$ cat config.mk
export PLATFORM = sky130hd
export DESIGN_NAME = alu_ctrl_decoder
export DESIGN_NICKNAME = d
export VERILOG_FILES = /design/src/rtl/alu_ctrl_pkg.sv /design/src/rtl/alu_ctrl_table.sv /design/src/rtl/alu_ctrl_carry.sv /design/src/rtl/alu_ctrl_op1_en.sv /design/src/rtl/alu_ctrl_decoder.sv
export SDC_FILE = /design/constraint.sdc
export NUM_CORES = 1
export LEC_CHECK = 0
export BUFFER_PORTS_ARGS = -buffer_cell sky130_fd_sc_hd__clkbuf_2
export CORE_AREA = 2 2 39 41
export CTS_CLUSTER_SIZE = 24
export DETAILED_ROUTE_END_ITERATION = 8
export DIE_AREA = 0 0 41 43
export SKIP_LAST_GASP = 1
export SYNTH_ARGS = -nofsm -noshare
export SYNTH_HDL_FRONTEND = slang
export SYNTH_HIERARCHICAL = 1
export SYNTH_SLANG_ARGS = --single-unit
export TNS_END_PERCENT = 5
$ cat constraint.sdc
create_clock -name clk -period 1.5 [get_ports clk]
set_clock_uncertainty 0.05 [all_clocks]
set_input_delay 0.225 -clock clk [delete_from_list [all_inputs] [get_ports clk]]
set_output_delay 0.225 -clock clk [all_outputs]
set_load 0.02 [all_outputs]
$ cat src/rtl/alu_ctrl_pkg.sv
// Shared widths, function codes and control-word type of the ALU control decoder.
// Assumes a 4-bit opcode field and a 3-bit sequencing command.
package alu_ctrl_pkg;
    parameter int CMD_W = 3;
    parameter int OPC_W = 4;
    parameter int FN_W  = 4;

    localparam logic [CMD_W-1:0] CMD_ARCH = {CMD_W{1'b1}};
    localparam logic [CMD_W-1:0] CMD_ZERO = {CMD_W{1'b0}};

    typedef enum logic [FN_W-1:0] {
        FN_AND = 4'd0,
        FN_EOR = 4'd1,
        FN_SUB = 4'd2,
        FN_RSB = 4'd3,
        FN_ADD = 4'd4,
        FN_ORR = 4'd5,
        FN_MOV = 4'd6,
        FN_BIC = 4'd7,
        FN_MVN = 4'd8
    } alu_fn_e;

    typedef enum logic [1:0] {
        CIN_ZERO = 2'd0,
        CIN_ONE  = 2'd1,
        CIN_PASS = 2'd2
    } cin_sel_e;

    typedef struct packed {
        alu_fn_e  fn;
        cin_sel_e cin;
        logic     flag_upd;
        logic     arith;
        logic     result_wr;
    } ctl_word_t;
endpackage

$ cat src/rtl/alu_ctrl_table.sv
// Combinational decode table: command plus opcode to ALU control word.
// Assumes command all-ones selects opcode decode; other values are internal uses.
module alu_ctrl_table
    import alu_ctrl_pkg::*;
(
    input  logic [CMD_W-1:0] seq_cmd,
    input  logic [OPC_W-1:0] opcode,
    output ctl_word_t        word
);
    ctl_word_t arch_word;
    ctl_word_t int_word;

    // Opcode-driven entry, one per data-processing operation.
    always_comb begin
        arch_word.flag_upd  = 1'b1;
        arch_word.result_wr = 1'b1;
        arch_word.arith     = 1'b1;
        arch_word.cin       = CIN_ZERO;
        arch_word.fn        = FN_AND;
        unique case (opcode)
            4'd0:  begin arch_word.fn = FN_AND; arch_word.arith = 1'b0; end
            4'd1:  begin arch_word.fn = FN_EOR; arch_word.arith = 1'b0; end
            4'd2:  begin arch_word.fn = FN_SUB; arch_word.cin = CIN_ONE;  end
            4'd3:  begin arch_word.fn = FN_RSB; arch_word.cin = CIN_ONE;  end
            4'd4:  begin arch_word.fn = FN_ADD; arch_word.cin = CIN_ZERO; end
            4'd5:  begin arch_word.fn = FN_ADD; arch_word.cin = CIN_PASS; end
            4'd6:  begin arch_word.fn = FN_SUB; arch_word.cin = CIN_PASS; end
            4'd7:  begin arch_word.fn = FN_RSB; arch_word.cin = CIN_PASS; end
            4'd8:  begin arch_word.fn = FN_AND; arch_word.arith = 1'b0; arch_word.result_wr = 1'b0; end
            4'd9:  begin arch_word.fn = FN_EOR; arch_word.arith = 1'b0; arch_word.result_wr = 1'b0; end
            4'd10: begin arch_word.fn = FN_SUB; arch_word.cin = CIN_ONE;  arch_word.result_wr = 1'b0; end
            4'd11: begin arch_word.fn = FN_ADD; arch_word.cin = CIN_ZERO; arch_word.result_wr = 1'b0; end
            4'd12: begin arch_word.fn = FN_ORR; arch_word.arith = 1'b0; end
            4'd13: begin arch_word.fn = FN_MOV; arch_word.arith = 1'b0; end
            4'd14: begin arch_word.fn = FN_BIC; arch_word.arith = 1'b0; end
            default: begin arch_word.fn = FN_MVN; arch_word.arith = 1'b0; end
        endcase
    end

    // Fixed internal operations; opcode is not consulted.
    always_comb begin
        int_word.flag_upd  = 1'b0;
        int_word.result_wr = 1'b1;
        int_word.arith     = 1'b1;
        int_word.cin       = CIN_ZERO;
        int_word.fn        = FN_ADD;
        unique case (seq_cmd)
            3'd0: begin int_word.fn = FN_MOV; int_word.arith = 1'b0; end
            3'd1: begin int_word.fn = FN_ADD; int_word.cin = CIN_ZERO; end
            3'd2: begin int_word.fn = FN_ADD; int_word.cin = CIN_ONE;  end
            3'd3: begin int_word.fn = FN_RSB; int_word.cin = CIN_ZERO; end
            3'd4: begin int_word.fn = FN_SUB; int_word.cin = CIN_ONE;  end
            3'd5: begin int_word.fn = FN_RSB; int_word.cin = CIN_ONE;  end
            default: begin int_word.fn = FN_ADD; int_word.cin = CIN_PASS; end
        endcase
    end

    // Pick the opcode entry only for the architectural command.
    always_comb begin
        word = (seq_cmd == CMD_ARCH) ? arch_word : int_word;
    end
endmodule

$ cat src/rtl/alu_ctrl_carry.sv
// Carry-in path: one-cycle delay of the status carry, then pass or force.
// Assumes status_carry is stable at the clock edge.
module alu_ctrl_carry
    import alu_ctrl_pkg::*;
(
    input  logic     clk,
    input  logic     rst_n,
    input  logic     status_carry,
    input  cin_sel_e cin_sel,
    output logic     alu_cin
);
    logic carry_q;

    // Hold the status carry for one cycle.
    always_ff @(posedge clk) begin
        if (!rst_n) carry_q <= 1'b0;
        else        carry_q <= status_carry;
    end

    // Select delayed carry or a constant for ALU bit 0.
    always_comb begin
        unique case (cin_sel)
            CIN_PASS: alu_cin = carry_q;
            CIN_ONE:  alu_cin = 1'b1;
            default:  alu_cin = 1'b0;
        endcase
    end
endmodule

$ cat src/rtl/alu_ctrl_op1_en.sv
// Operand-1 latch enable: decoder request, or a zero command on the previous edge.
// Assumes the latch samples at the rising edge ending the cycle.
module alu_ctrl_op1_en
    import alu_ctrl_pkg::*;
(
    input  logic             clk,
    input  logic             rst_n,
    input  logic [CMD_W-1:0] seq_cmd,
    input  logic             op1_load_req,
    output logic             op1_latch_en
);
    logic zero_seen_q;

    // Remember that all command bits were low at the last edge.
    always_ff @(posedge clk) begin
        if (!rst_n) zero_seen_q <= 1'b0;
        else        zero_seen_q <= (seq_cmd == CMD_ZERO);
    end

    // Merge the two enable sources.
    always_comb begin
        op1_latch_en = op1_load_req | zero_seen_q;
    end
endmodule

$ cat src/rtl/alu_ctrl_decoder.sv
// Top of the ALU control decoder: decode table, carry path, operand-1 enable.
// Assumes synchronous active-low reset; outputs are combinational from inputs and state.
module alu_ctrl_decoder
    import alu_ctrl_pkg::*;
(
    input  logic             clk,
    input  logic             rst_n,
    input  logic [CMD_W-1:0] seq_cmd,
    input  logic [OPC_W-1:0] opcode,
    input  logic             status_carry,
    input  logic             op1_load_req,
    output logic [FN_W-1:0]  alu_fn,
    output logic             alu_cin,
    output logic             flag_upd,
    output logic             arith_op,
    output logic             result_wr,
    output logic             op1_latch_en
);
    ctl_word_t word;

    alu_ctrl_table i_table (
        .seq_cmd (seq_cmd),
        .opcode  (opcode),
        .word    (word)
    );

    alu_ctrl_carry i_carry (
        .clk          (clk),
        .rst_n        (rst_n),
        .status_carry (status_carry),
        .cin_sel      (word.cin),
        .alu_cin      (alu_cin)
    );

    alu_ctrl_op1_en i_op1 (
        .clk          (clk),
        .rst_n        (rst_n),
        .seq_cmd      (seq_cmd),
        .op1_load_req (op1_load_req),
        .op1_latch_en (op1_latch_en)
    );

    // Fan the control word out to the ports.
    always_comb begin
        alu_fn    = word.fn;
        flag_upd  = word.flag_upd;
        arith_op  = word.arith;
        result_wr = word.result_wr;
    end
endmodule

==> metrics.yaml, run 1 <==
cts_buffers: 3
drc: 0
worstMarginPinSlew_ps: 185
firstDrtPassIters: 1
die_h_um: 43
synthMuxAreaShare: 0.0599
cts_tree: "yes"
synth_seq_cells: 2
power.switching_w: 0.000111
maxSlewHeadroom: 0.873
clk_pin_slew_worst_paths_ps: 30
initial_core_util: 0.241
finalWorstSetupSlack_ps: -118
p_leak_nw: 0.321
worstPathMaxFanout: 5
htreeDepth: 1
setup_viol: 2
p_int_w: 0.000234
dp_cells: 95
critPathArrivalTime_ps: 1340
wl_um: 957
violations: "negative setup slack"
rows: 14
first_global_vias: 447
die_area_mm2: 0.00176
hold_violations: 0
clock_sinks: 2
drive_above_1_share: 0.627
path_class: "in -> out"
first_iter_violations: 0
seq_power_share: 0.164
holdPathStages: 2
avgSynthCellArea_um2: 6.96
synth-compound-area-share: 0.281
synth_top_family_by_area: "simple AND/OR/NAND/NOR gates"
synthSimpleGateAreaFrac: 0.363
port_buffers: 19
ioPinCount: 20
overflow: 0
peakVddDrop_uv: 535
final_cell_mix: "clkbuf_2 (16), buf_4 (15), inv_1 (4), nand2_1 (4)"
syn_inst: 48
netlist_area_um2: 334
hold_path_class: "in -> reg"
synthAdderAreaFrac: 0.0749
final_common_cell: "clkbuf_2"
grt_pass1_wl_mm: 1.70
post_drt_wl_per_cell_um: 9.67
n_antenna_cell: 0
vias: 434
power_frac_clock: 0.329
timing.final.crit_share: 1.08
area_growth_pct: 91.0
drt-vias-per-instance: 4.38
die_width_um: 41
drv_cap: 0
antenna_left: 0
final_cells: 99
period_minus_slack_ps: 1620
core_area_mm2: 0.00138
status: "finished, violations left"
slew_violations: 0
worst_setup_path_start_kind: "input port"
ys_warn_count: 6
num-nets-final: 98
root_buffer: "clkbuf_4"
grtUsageTotal: 0.137
required_ps: 1220
power.density_mw_per_mm2: 541
switching_share: 0.321
ys_seq_area_frac: 0.120
ctsLongestPathBuffers: 2
rsz0062_at_grt: "true"
gp_congestion: 0.779
cp-end-kind: "output port"
whs_ps: 159
grt_max_degree: 8
power_frac_comb: 0.507
antenna_found_initial: 0
synth-xor-area-share: 0
ys_types: 27
hold_buffers: 0
syn_nets: 61
max_freq_mhz: 618
place_ws_ps: -313
## routing by layer
| metal | GRT usage | up-vias | share of wire |
|---|---|---|---|
| met3 | 0.0314 | 0 | 0.029 |
| met4 | 0.0400 | 0 | 0 |
| met2 | 0.234 | 7 | 0.55 |
| li1 | - | 240 | - |
| met5 | 0 | - | 0 |
| met1 | 0.159 | 187 | 0.42 |
## power by group through the flow
stage                     logic [W]  clock network [W]  registers (W)
final                      0.000175           0.000114      0.0000566
after global routing       0.000192           0.000120      0.0000566
after CTS                  0.000173           0.000120      0.0000566
after detailed placement   0.000154                  0      0.0000572
after global placement     0.000152                  0      0.0000572
after floorplan           0.0000828                  0      0.0000570
## sequential cells by signal (all words and copies together) (netlist names)
| signal | cells |
|---|---|
| i_carry/carry_q | 1 |
| i_op1/zero_seen_q | 1 |
## cell type report
cell class                 instances  area, µm²
clock buffer                       3       22.5
fill                             148        746
inverter                           5       18.8
multi-input combinational         38        292
sequential                         2       40.0
tap                               16       20.0
timing repair buffer              35        245
## what timing repair did
| item | in CTS | in global routing |
|---|---|---|
| setup buffers | 1 | 0 |
| setup endpoints to repair | 2 | 2 |
| gates resized for setup | 12 | 1 |
| pin swaps | 7 | 1 |
| gates cloned | 0 | 0 |
## cells by family (layout without fill, tap and decap cells)
| logic type | after synthesis | count (layout) |
|---|---|---|
| and+or+nand+nor | 21 | 21 |
| AOI/OAI and AO/OA | 13 | 13 |
| buffers and inverters | 8 | 43 |
| adders and majority gates | 2 | 2 |
| muxes | 2 | 2 |
| DFF | 2 | 2 |
## path summary, 6_finish.rpt
path | end | startpoint
worst max-delay path | alu_cin | opcode[0]
worst min-delay path | i_carry/carry_q | status_carry
## cell usage after synthesis, drive strengths merged
| master | count | area share |
|---|---|---|
| a21boi | 1 | 0.022 |
| o21ai | 2 | 0.030 |
| inv | 5 | 0.056 |
| buf | 2 | 0.030 |
| clkbuf | 1 | 0.015 |
| or2b | 1 | 0.022 |
| a41oi | 1 | 0.049 |
| a211oi | 1 | 0.022 |
| dfxtp | 2 | 0.12 |
| ha | 2 | 0.075 |
| or3 | 2 | 0.037 |
| nor3 | 3 | 0.045 |
| a31oi | 1 | 0.019 |
| nand2 | 5 | 0.064 |
| a21o | 1 | 0.026 |
| a21oi | 4 | 0.060 |
| and2 | 1 | 0.019 |
| or2 | 1 | 0.019 |
| o21ba | 1 | 0.030 |
| nor4b | 1 | 0.045 |
| and4b | 1 | 0.034 |
| nor2 | 4 | 0.045 |
| o211ai | 1 | 0.022 |
| nor2b | 1 | 0.019 |
| nand3 | 1 | 0.015 |
| mux2i | 2 | 0.060 |
## through the flow
stage	total power [W]	instance area, µm²	TNS (ps)	utilization
6_report	0.000345	638	-202	0.461
5_1_grt	0.000368	638	-299	0.461
4_1_cts	0.000350	631	-168	0.456
3_5_place_dp	0.000212	558	-437	0.403
3_3_place_gp	0.000209	558	-400	0.403
2_1_floorplan	0.000140	345	0	-
## worst max-delay path: stages
cell and delay, ps:
clkbuf_8 130, a21boi_4 150, a31oi_1 90, nor2_1 150
inv_1 70, ha_2 290, nor2_4 100, clkbuf_8 140
Note: power is estimated with default switching activity, not from simulation.
==> inputs of run 2 (changes only) <==
--- a/config.mk
+++ b/config.mk
@@ -5,7 +5,7 @@
 export SDC_FILE = /design/constraint.sdc
 export NUM_CORES = 1
 export LEC_CHECK = 0
-export BUFFER_PORTS_ARGS = -buffer_cell sky130_fd_sc_hd__clkbuf_2
+export BUFFER_PORTS_ARGS = -buffer_cell sky130_fd_sc_hd__buf_2
 export CORE_AREA = 2 2 39 41
 export CTS_CLUSTER_SIZE = 24
 export DETAILED_ROUTE_END_ITERATION = 8
==> run 2 against run 1 <==
Compared with the run above:
- the flow still finishes with violations (negative setup slack)
- worst setup slack improved by 51 ps
- final area decreased by 5.3%
- sequential share of layout area increased by 0.35 points
- critical path type unchanged
- critical endpoint unchanged
==> metrics.yaml, run 2 (synthesis results as in run 1) <==
port_buffers: 19
final_common_cell: "buf_2"
finalInstanceArea_um2: 604
cp-end-kind: "output port"
final_cells: 96
area_growth_pct: 80.9
rows: 14
ioPinCount: 20
power_frac_clock: 0.340
worstPathMaxFanout: 6
seqCellArea_um2: 40.0
antenna_found_initial: 0
path_class: "in -> out"
clk_pin_slew_worst_paths_ps: 30
crit_family: "buffers and inverters"
setup_viol: 2
final_util: 0.437
worstMarginPinSlew_ps: 163
timing.final.crit_share: 1.04
p_leak_nw: 0.295
n_antenna_cell: 0
overflow: 0
reg.largest.list: "i_carry/carry_q x1, i_op1/zero_seen_q x1"
ctsLongestPathBuffers: 2
required_ps: 1220
critPathMaxStageDelay_ps: 350
first_global_vias: 408
grt_pass1_wl_mm: 1.54
n_fill_cell: 149
crit_buf_inv: 3
post_drt_wl_per_cell_um: 9.01
root_buffer: "clkbuf_4"
firstDrtPassIters: 2
crit_slowest_cell: "ha_2"
multiInputGateArea_um2: 292
drc: 0
power.density_mw_per_mm2: 556
place_ws_ps: -283
path_cells: "buf_2, buf_4, o211ai_1, a21oi_2, ha_2, nor2_4, buf_6"
wl_um: 865
peakVddDrop_uv: 428
hold_violations: 0
vias: 439
switching_share: 0.326
p_int_w: 0.000226
htreeDepth: 1
initial_core_util: 0.241
worst_setup_path_start_kind: "input port"
gp_congestion: 0.762
violations: "negative setup slack"
drt-vias-per-instance: 4.57
maxSlewHeadroom: 0.888
power.switching_w: 0.000109
die_h_um: 43
grtUsageTotal: 0.124
hold_buffers: 0
first_iter_violations: 1
final_cell_mix: "buf_2 (16), buf_4 (13), inv_1 (4), nand2_1 (4)"
num-nets-final: 95
core_area_mm2: 0.00138
dp_cells: 93
power_frac_comb: 0.490
period_minus_slack_ps: 1570
place_hpwl_um: 705
cts_buffers: 3
grt_max_degree: 9
totalNegativeSetupSlack_ps: -115
max_freq_mhz: 638
critPathArrivalTime_ps: 1290
post-cts-setup-buffers: 0
seq_power_share: 0.170
placed_cell_area_um2: 543
finalWorstSetupSlack_ps: -67.0
drive_above_1_share: 0.613
cts_tree: "yes"
status: "finished, violations left"
hold_path_class: "in -> reg"
die_area_mm2: 0.00176
antenna_left: 0
clock_sinks: 2
slew_violations: 0
drv_cap: 0
die_width_um: 41
rsz0062_at_grt: "true"
## run 2: cell count changes in the layout (fill, tap and decap cells not counted)
cell / change
clkbuf_2: -16
a21boi_2: +1
a21oi_2: -1
buf_6: +2
clkbuf_8: -3
a21oi_4: +1
buf_2: +16
buf_4: -2
a21boi_4: -1
## run 2: layout make-up
type / instances / area share
multi-input combinational: 38 / 0.482
timing repair buffer: 32 / 0.350
sequential: 2 / 0.0663
clock buffer: 3 / 0.0373
tap: 16 / 0.0331
inverter: 5 / 0.0311
## run 2: per-stage QoR
step	total power (W)	hold slack (ps)
2_1_floorplan	0.000140	246
3_3_place_gp	0.000205	379
3_5_place_dp	0.000207	376
4_1_cts	0.000342	143
5_1_grt	0.000365	159
6_report	0.000336	153
## run 2: routing by layer
| metal | track usage | up-vias | routed length [µm] |
|---|---|---|---|
| li1 | - | 236 | - |
| met1 | 0.162 | 196 | 402 |
| met2 | 0.181 | 7 | 439 |
| met3 | 0.0314 | 0 | 23 |
| met4 | 0.0600 | 0 | 0 |
| met5 | 0 | - | 0 |
## run 2: power groups by stage
stage	Sequential [W]	Combinational [W]	Clock (W)
finish	0.0000572	0.000165	0.000114
global placement	0.0000572	0.000148	0
detailed placement	0.0000573	0.000149	0
floorplan	0.0000570	0.0000828	0
global route	0.0000574	0.000180	0.000128
CTS	0.0000567	0.000162	0.000123
## run 2: path summary, 6_finish.rpt
check / cells past startpoint / start / slack [ps] / endpoint
worst min-delay path: 2 / status_carry / 150 / i_carry/carry_q
worst max-delay path: 7 / opcode[0] / -70 / alu_cin
## run 2: timing repair
item | in CTS | in global routing
endpoints found under the setup margin | 2 | 2
gates resized for setup | 11 | 1
pin swaps | 8 | 0
